[src/rtl/esr_pkg.sv]
package esr_pkg;
    localparam int ERR_W  = 8;
    localparam int VEC_W  = 8;
    localparam int B_SACC = 2;
    localparam int B_RACC = 3;
    localparam int B_SVEC = 5;
    localparam int B_RVEC = 6;
    localparam int B_ADDR = 7;
    localparam logic [ERR_W-1:0] RSVD_MASK = 8'h13;

    typedef enum logic {
        ST_EMPTY,
        ST_HELD
    } acc_state_e;
endpackage

[src/rtl/esr_decode.sv]
module esr_decode #(
    parameter int ADDR_W  = 4,
    parameter int NUM_ENT = 6
) (
    input  logic              acc_en,
    input  logic [ADDR_W-1:0] acc_addr,
    output logic              hit_status,
    output logic [NUM_ENT-1:0] hit_ent,
    output logic              bad_addr
);
    assign hit_status = acc_en && (acc_addr == '0);

    for (genvar i = 0; i < NUM_ENT; i++) begin : g_hit
        assign hit_ent[i] = acc_en && (acc_addr == ADDR_W'(i + 1));
    end

    assign bad_addr = acc_en && !hit_status && !(|hit_ent);
endmodule

[src/rtl/esr_vtable.sv]
module esr_vtable #(
    parameter int DATA_W   = 32,
    parameter int NUM_ENT  = 6,
    parameter int MASK_BIT = 16
) (
    input  logic               clk,
    input  logic               rst_n,
    input  logic               acc_wr,
    input  logic [NUM_ENT-1:0] hit_ent,
    input  logic [DATA_W-1:0]  acc_wdata,
    output logic [DATA_W-1:0]  ent_rdata,
    output logic [esr_pkg::VEC_W-1:0] err_vec,
    output logic               err_mask,
    output logic               low_vec_wr
);
    import esr_pkg::*;

    logic [VEC_W-1:0] vec_q  [NUM_ENT];
    logic             mask_q [NUM_ENT];

    for (genvar i = 0; i < NUM_ENT; i++) begin : g_ent
        always_ff @(posedge clk) begin
            if (!rst_n) begin
                vec_q[i]  <= '0;
                mask_q[i] <= 1'b1;
            end else if (acc_wr && hit_ent[i]) begin
                vec_q[i]  <= acc_wdata[VEC_W-1:0];
                mask_q[i] <= acc_wdata[MASK_BIT];
            end
        end
    end

    always_comb begin
        ent_rdata = '0;
        for (int i = 0; i < NUM_ENT; i++) begin
            if (hit_ent[i]) begin
                ent_rdata[VEC_W-1:0] = vec_q[i];
                ent_rdata[MASK_BIT]  = mask_q[i];
            end
        end
    end

    assign err_vec    = vec_q[0];
    assign err_mask   = mask_q[0];
    assign low_vec_wr = acc_wr && (|hit_ent) && (acc_wdata[VEC_W-1:4] == '0);
endmodule

[src/rtl/esr_collect.sv]
module esr_collect (
    input  logic                     clk,
    input  logic                     rst_n,
    input  logic [esr_pkg::ERR_W-1:0] new_err,
    input  logic                     clear,
    input  logic                     mask,
    output logic [esr_pkg::ERR_W-1:0] visible,
    output logic                     irq
);
    import esr_pkg::*;

    acc_state_e       state_q, state_d;
    logic [ERR_W-1:0] acc_q, visible_q;
    logic             irq_q;
    logic             has_new, fresh;

    assign has_new = |new_err;
    assign fresh   = (state_q == ST_EMPTY) || clear;

    always_comb begin
        state_d = state_q;
        unique case (state_q)
            ST_EMPTY: if (has_new)           state_d = ST_HELD;
            ST_HELD:  if (clear && !has_new) state_d = ST_EMPTY;
        endcase
    end

    always_ff @(posedge clk) begin
        if (!rst_n) begin
            state_q   <= ST_EMPTY;
            acc_q     <= '0;
            visible_q <= '0;
        end else begin
            state_q <= state_d;
            if (clear) begin
                visible_q <= acc_q;
                acc_q     <= new_err;
            end else begin
                acc_q <= acc_q | new_err;
            end
        end
    end

    always_ff @(posedge clk) begin
        if (!rst_n) irq_q <= 1'b0;
        else        irq_q <= fresh && has_new && !mask;
    end

    assign visible = visible_q;
    assign irq     = irq_q;

    p_visible_hold_r3: assert property (@(posedge clk) disable iff (!rst_n)
        !clear |=> $stable(visible_q));
    p_reserved_zero_r2: assert property (@(posedge clk) disable iff (!rst_n)
        clear |=> ((visible_q & RSVD_MASK) == '0));
    p_masked_quiet_r9: assert property (@(posedge clk) disable iff (!rst_n)
        irq_q |-> !$past(mask));
    p_single_raise_r10: assert property (@(posedge clk) disable iff (!rst_n)
        (state_q == ST_HELD && !clear) |=> !irq_q);
    p_addr_capture_r6: assert property (@(posedge clk) disable iff (!rst_n)
        new_err[B_ADDR] |=> acc_q[B_ADDR]);
endmodule

[src/rtl/esr_unit.sv]
module esr_unit #(
    parameter int ADDR_W    = 4,
    parameter int DATA_W    = 32,
    parameter int NUM_OTHER = 5
) (
    input  logic              clk,
    input  logic              rst_n,
    input  logic              acc_en,
    input  logic              acc_wr,
    input  logic [ADDR_W-1:0] acc_addr,
    input  logic [DATA_W-1:0] acc_wdata,
    output logic [DATA_W-1:0] acc_rdata,
    input  logic              ev_send_accept,
    input  logic              ev_recv_accept,
    input  logic              ev_send_illegal,
    input  logic              ev_recv_illegal,
    input  logic              ev_bad_reg,
    output logic              irq,
    output logic [7:0]        irq_vector
);
    import esr_pkg::*;

    localparam int NUM_ENT  = NUM_OTHER + 1;
    localparam int MASK_BIT = 16;

    logic               hit_status, dec_bad, low_vec_wr, err_mask;
    logic [NUM_ENT-1:0] hit_ent;
    logic [DATA_W-1:0]  ent_rdata;
    logic [VEC_W-1:0]   err_vec;
    logic [ERR_W-1:0]   new_err, visible;

    esr_decode #(.ADDR_W(ADDR_W), .NUM_ENT(NUM_ENT)) u_dec (
        .acc_en(acc_en), .acc_addr(acc_addr), .hit_status(hit_status),
        .hit_ent(hit_ent), .bad_addr(dec_bad)
    );

    esr_vtable #(.DATA_W(DATA_W), .NUM_ENT(NUM_ENT), .MASK_BIT(MASK_BIT)) u_tbl (
        .clk(clk), .rst_n(rst_n), .acc_wr(acc_wr), .hit_ent(hit_ent),
        .acc_wdata(acc_wdata), .ent_rdata(ent_rdata), .err_vec(err_vec),
        .err_mask(err_mask), .low_vec_wr(low_vec_wr)
    );

    always_comb begin
        new_err         = '0;
        new_err[B_SACC] = ev_send_accept;
        new_err[B_RACC] = ev_recv_accept;
        new_err[B_SVEC] = ev_send_illegal;
        new_err[B_RVEC] = ev_recv_illegal || low_vec_wr;
        new_err[B_ADDR] = ev_bad_reg || dec_bad;
    end

    esr_collect u_col (
        .clk(clk), .rst_n(rst_n), .new_err(new_err),
        .clear(acc_wr && hit_status), .mask(err_mask),
        .visible(visible), .irq(irq)
    );

    always_comb begin
        acc_rdata = '0;
        if (hit_status)    acc_rdata[ERR_W-1:0] = visible;
        else if (|hit_ent) acc_rdata = ent_rdata;
    end

    assign irq_vector = err_vec;

    p_entry_rst_r1: assert property (@(posedge clk)
        !rst_n |=> err_mask);
endmodule

[config.mk]
export PLATFORM = sky130hd
export DESIGN_NAME = esr_unit
export DESIGN_NICKNAME = d
export VERILOG_FILES = /design/src/rtl/esr_pkg.sv /design/src/rtl/esr_decode.sv /design/src/rtl/esr_vtable.sv /design/src/rtl/esr_collect.sv /design/src/rtl/esr_unit.sv
export SDC_FILE = /design/constraint.sdc
export NUM_CORES = 1
export LEC_CHECK = 0
export BUFFER_PORTS_ARGS = -buffer_cell sky130_fd_sc_hd__buf_2
export CORE_MARGIN = 3
export CORE_UTILIZATION = 30
export DETAILED_ROUTE_END_ITERATION = 10
export SLEW_MARGIN = 20
export SYNTH_ARGS = -nofsm -noshare
export SYNTH_HDL_FRONTEND = slang
export SYNTH_SLANG_ARGS = --single-unit
[constraint.sdc]
create_clock -name clk -period 3.4 [get_ports clk]
set_input_delay 0.34 -clock clk [delete_from_list [all_inputs] [get_ports clk]]
set_output_delay 0.34 -clock clk [all_outputs]
set_load 0.005 [all_outputs]
==> results of run 1 <==
==> stage by stage <==
stage	total power, W	area (sq um)	util	worst slack (ps)
6_report	0.00189	3900	0.353	1050
5_1_grt	0.00197	3900	0.353	943
3_3_place_gp	0.00111	3640	0.330	1110
4_1_cts	0.00192	3900	0.353	1110
2_1_floorplan	0.00107	3540	-	1560
3_5_place_dp	0.00111	3640	0.330	1120
==> Yosys cell counts (2+ instances only) <==
library cell  count
a211oi_1          4
a21oi_1          12
a221oi_1          7
a22o_1            3
a22oi_1           4
a31oi_1           7
and2_1           52
buf_2             7
buf_4            35
dfxtp_1          12
edfxtp_1         54
inv_1             5
inv_2             2
mux2_2            4
mux2i_1          10
nand2_1          18
nand2b_1          4
nand3_1           2
nor2_1           17
nor2_2            5
nor2b_1           3
o21ai_0          12
o22ai_1           7
or3_1             6
==> flip-flops by register name, summed over array words and instances, names as in the netlist <==
| name | cells |
|---|---|
| u_col.acc_q | 5 |
| u_col.irq | 1 |
| u_col.state_q | 1 |
| u_col.visible | 5 |
| u_tbl.mask_q | 6 |
| u_tbl.vec_q | 48 |
==> area by class of cell <==
type                    count  area (sq um)
fillers                  1090          7130
flip-flops and latches     66          1860
multi-input cells         218          1340
repair buffers             45           240
clock buffers              11           233
well taps                 140           175
inverters                   7          26.3
clock inverters             4          20.0
==> cell usage in the layout, fill, tap and decap left out, drive strengths merged, types with 6 or more instances in the layout <==
| cell | netlist | final |
|---|---|---|
| a21oi | 12 | 12 |
| a221oi | 7 | 7 |
| a31oi | 7 | 7 |
| and2 | 52 | 52 |
| buf | 43 | 45 |
| clkbuf | 1 | 11 |
| conb | 1 | 23 |
| dfxtp | 12 | 12 |
| edfxtp | 54 | 54 |
| inv | 7 | 7 |
| mux2i | 10 | 10 |
| nand2 | 18 | 18 |
| nor2 | 22 | 22 |
| o21ai | 12 | 12 |
| o22ai | 7 | 7 |
| or3 | 6 | 6 |
==> worst max-delay path, cell delays in order <==
cell and delay (ps):
buf_2 510, nor2b_2 380, a221oi_1 140, a211oi_1 420, buf_2 200
==> worst paths after layout <==
| path | from | endpoint | slack, ps | cells past startpoint |
|---|---|---|---|---|
| min reg2reg | u_col.acc_q[7] | u_col.acc_q[7] | 460 | 2 |
| min | ev_send_accept | u_col.acc_q[2] | 240 | 3 |
| max reg2reg | u_tbl.mask_q[0][0] | u_col.irq | 2580 | 1 |
| max | acc_addr[0] | acc_rdata[16] | 1050 | 5 |
==> cell families (layout without fill, tap and decap cells) <==
family,Yosys count,in the layout
flops,66,66
mux,14,14
buf+inv,51,67
other cells,1,23
simple gates,120,120
compound gates,61,61
==> power by group <==
part           leakage, nW  switching, W  internal [W]  total (W)
Clock                0.120      0.000313      0.000482   0.000795
Combinational        0.776      0.000108     0.0000587   0.000167
Sequential           0.617     0.0000151      0.000916   0.000931
==> metal layers <==
layer	track usage	vias to the layer above
li1	-	1143
met3	0.0449	15
met5	0	-
met1	0.165	1151
met2	0.194	101
met4	0.0545	0
==> results list, run 1 <==
- Setup repair after global routing missed its margin: false
* Hold-fix buffers, CTS: 0
- Post-synthesis share of cell area spent on full adders, half adders and majority gates: 0
* Final Cycle Share: 0.690
- Worst Hold Class: in2reg
- Measured against its own limit, the worst slew margin works out to 0.457.
- The clock arrives with 4.48 ps of skew.
* Top-area cell type share of the netlist area: 0.469
* Iteration count of the initial detailed-routing pass: 4
* Kind of critical path: in2out
- The share of the Yosys chip area taken by registers is 0.538.
- The number of global-route vias before repair came to 2305.
- Synth warnings: 0
- Detailed routing inserted a total of 2410 vias.
- Die X-Extent: 113 um
- In the final design database the tool counted 392 nets.
- Maximum clock path buffer count: 2
- Gates resized during post-CTS repair numbered 0.
- The count of pins over their slew limit was 0.
- From bottom edge to top edge, the die measures 113 um.
* Length of routed met2 wiring: 3600 um
- Post-layout instance count excluding filler cells: 491
* Vias per cell: 4.91
- Fraction of synthesized area in multiplexers: 0.0420
- The hold violation count in the final report is 0.
* Starting density of the core: 0.314
- STA classifies the critical path startpoint as an input pin.
- In this run the remaining antenna-violating nets after routing total 0.
- Root buffer selected by CTS: clkbuf_16
* Largest net degree at the start of global routing: 35
- Async set-or-reset flop fraction in the synthesized netlist: 0
- Buffers added to address setup during post-CTS repair amount to 0.
* Post-DP HPWL: 5840 um
- Met3 Wirelength: 747 um
- Area overhead of the layout relative to synthesis: 12.7%
- Io pins: 86
- Clock edge transition at the registers on the reported setup and hold paths: 50 ps
* Die Outline Area: 12900 sq um
- Maximum fanout along the worst path: 30
- Counting flops and latches in the post-synthesis netlist gives 66.
* Clock latency on the worst-skew pair: 330 ps
- After layout, the minimum clock period comes to 2350 ps.
* Global route total overflow: 0
- Max-cap violations in this run came to 0.
- Crit path DAT: 2010 ps
- For this run, the leading register cell type out of synthesis is edfxtp_1.
- Placed cell count: 476
* Area leader, netlist: edfxtp_1
* Maximum vdd ir drop: 0.311 mV
- Dividing the detail-routed wire length by the instance count gives 16.3 um.
- Buffers added on ports: 39
* Setup-violating endpoint count in the final report: 0
- Across every metal layer, demand over resource in global routing totals 0.128.
- Netlist area before placement: 3460 sq um
- In the final layout, the share of cells above drive strength 1 is 0.217.
- The routed design has 8010 um of wire.
* Routed metal-1 wirelength: 3480 um
* Number of synthesized flops with an enable pin: 54
- Average instance area after synthesis: 11.0 sq um
- Drt drc: 0
- In this run the top signal layer used is met4.
- The initialized floorplan defines 38 standard-cell rows.
- Clk sinks: 66
* Power Dens Cells: 486 nW/um^2
- Share of the synthesized area in compound gates (AO/OA/AOI/OAI): 0.117
- The first global-routing pass estimated 12200 um of wire.
* Required time at the worst-slack endpoint: 3060 ps
* Static Leak: 1.51 nW
* Routability Congestion: 0.837
- Simple-gate portion of the synthesized area: 0.204
* CTS tree: done
- Derived from the worst setup path, the maximum achievable clock frequency is 0.426 GHz.
- By area, the combinational part of the netlist is dominated by simple AND/OR/NAND/NOR gates.
* Slew of the pin with the lowest slew margin: 813 ps
* Antenna violations before repair: 0
- Largest cells by area after synthesis: edfxtp_1 47%, and2_1 9.4%, buf_4 7.6%
- In this run, CTS created clock tree buffers numbering 9.
- Area of the placeable core: 11000 sq um
- Antenna diode instance count: 0
- Synth cell types: 45
- Critical Path Sink Type: output port
* CTS HTree Levels: 3
- Syn Inst Count: 313
* Post-Route Setup TNS: 0 ps
- Result of the run: complete, no violations
- Starting DRC count in detailed routing: 218
- Of the total synthesized cell area, the portion taken by XOR and XNOR cells is 0.
- On the final layout, the worst hold slack is 238 ps.
Note: power is estimated with default switching activity, not from simulation.
==> run 2, diff against run 1 <==
Clock period 3.4 ns to 2.1 ns, I/O delays scaled along.
==> results list, run 2 (synthesis gave the netlist of run 1 again) <==
- Worst Hold Class: in2reg
* Power Dens Cells: 778 nW/um^2
- The run finished with clean final reports.
* Overall power of the completed layout: 0.00307 W
* Clock edge transition at the registers on the reported setup and hold paths: 50 ps
- The longest clock path from root to sink contains 2 buffers.
* Standard-cell rows: 38
- Fill cell count: 1118
- Entering global routing, the biggest net connects 35 pins.
* Final-layout worst hold slack: 118 ps
- Once detail routing completed, the nets flagged for antenna violations numbered 0.
- Period minus WS final: 1830 ps
- Biggest regs: u_tbl.vec_q x48, u_tbl.mask_q x6
* Die X-Extent: 113 um
* Routed wirelength normalized by instance count: 16.4 um
* Slew of the pin with the lowest slew margin: 589 ps
* Final Cycle Share: 0.873
- Buffers inserted to repair hold after CTS numbered 0.
- Via count of the first global-routing pass: 2380
* Buffers added on ports: 39
* Required time at the worst-slack endpoint: 1890 ps
* Largest Register: u_tbl.vec_q
- After legalization and detailed placement, the total HPWL measured 5970 um.
- Across every metal layer, demand over resource in global routing totals 0.133.
- Most frequent standard cell in the layout excluding fill and tap cells: edfxtp_1
- Starting density of the core: 0.314
* Share of the core filled with cells in the final layout: 0.358
* Maximum fanout along the worst path: 27
* Vias per cell: 4.79
- The count of pins over their slew limit is 0.
- Critical Path Sink Type: output port
* CTS HTree Levels: 3
- On the final layout, the worst clock skew is 2.83 ps.
- Post-Route Setup TNS: 0 ps
- The routed design has 8170 um of wire.
- Number of vias in the routed layout: 2382
- The worst setup path is launched from an input pin.
* Number of buffers inserted by post-CTS setup repair: 0
- Slew HR: 0.608
- Max-cap violation count: 0
- Iteration count of the initial detailed-routing pass: 5
* Area of the placeable core: 11000 sq um
- Once the clock tree was built, the resizer swapped 0 gates to a different size.
* Inserted Clock Buffers: 9
- TritonCTS built the clock tree.
- Number of cells traversed by the worst register-to-register path: 1
- In the routed design, unresolved DRC markers number 0.
- Total Nets Final: 399
* Kind of critical path: in2out
- The most numerous cell type found on the critical path is buf_2.
- Delay of the slowest cell on the worst path: 440 ps
- Commonest cells after routing, fill and taps aside: 54 x edfxtp_1, 52 x and2_1, 39 x buf_2
* Worst hold path depth: 3
- After global routing the overflow that remains totals 0.
* Starting DRC count in detailed routing: 180
- Maximum vdd ir drop: 0.457 mV
- In the final layout, the share of cells above drive strength 1 is 0.235.
- Setup repair after global routing left no endpoint under its margin.
- CTS saw 66 sinks.
- The critical path goes through buf_2 -> nor2b_2 -> a221oi_1 -> a211oi_1 -> buf_2.
- Flip-flop count of the largest register, all copies and words added: 48
* Crit path DAT: 1620 ps
* Routability Congestion: 0.789
- The root buffer cell chosen for the clock tree is clkbuf_16.
- Static Leak: 1.55 nW
- The first global-routing pass estimated 12800 um of wire.
- Io pins: 86
- Maximum clock frequency: 0.545 GHz
* Standard cell with the maximum stage delay on the critical path: buf_2
- Clock latency on the worst-skew pair: 320 ps
* Antenna diode instance count: 0
* Antenna violations before repair: 0
- Final hold violation count: 0
* Height of the die: 113 um
- Setup violations remaining at the end of the flow were counted as 0.
- The die covers 12900 sq um.
- Area overhead of the layout relative to synthesis: 14.1%
==> run 2: cell types whose count changed in the layout (fill, tap and decap cells not counted) <==
cell and change:
clkinv_1 -1, clkbuf_1 -1, clkinv_2 +1, buf_4 +7
==> run 2: layout make-up <==
class                           count  area (sq um)  share of cell area
Clock inverter                      4          21.3             0.00539
Tap cell                          140           175              0.0444
Clock buffer                       10           229              0.0580
Timing Repair Buffer               52           293              0.0742
Inverter                            7          26.3             0.00666
Multi-Input combinational cell    218          1340               0.340
Sequential cell                    66          1860               0.472
==> run 2: metrics by stage <==
stage               instances  instance area, sq um  worst slack [ps]
floorplan                 335                  3540               391
global placement          483                  3700               253
detailed placement        483                  3700               241
CTS                       497                  3950               240
global route              497                  3950              81.8
finish                    497                  3950               266
==> run 2: report_power, final <==
group | internal, W | total, W | leakage [nW] | switching (W)
sequential | 0.00148 | 0.00151 | 0.617 | 0.0000249
clock | 0.000775 | 0.00128 | 0.122 | 0.000507
combinational | 0.000102 | 0.000279 | 0.810 | 0.000177
total | 0.00236 | 0.00307 | 1.55 | 0.000709
==> run 2: worst paths after layout <==
kind / from / end / slack [ps]
setup / recovery: acc_addr[0] / acc_rdata[16] / 270
hold / removal: ev_send_illegal / u_col.acc_q[5] / 120
setup reg to reg: u_tbl.mask_q[0][0] / u_col.irq / 1270
hold reg to reg: u_col.acc_q[7] / u_col.acc_q[7] / 460
==> run 2: layer usage <==
layer / GRT usage / vias to the layer above / share of wire / wire, um
li1: - / 1160 / - / -
met1: 0.183 / 1119 / 0.45 / 3700
met2: 0.201 / 101 / 0.46 / 3790
met3: 0.0385 / 2 / 0.077 / 632
met4: 0.0433 / 0 / 0.0047 / 38
met5: 0 / - / 0 / 0
==> run 2: worst max-delay path, delay by kind of cell <==
family | cells | cell delay [ps]
AO/OA/AOI/OAI | 2 | 440
AND/OR/NAND/NOR | 1 | 340
buffers and inverters | 2 | 620
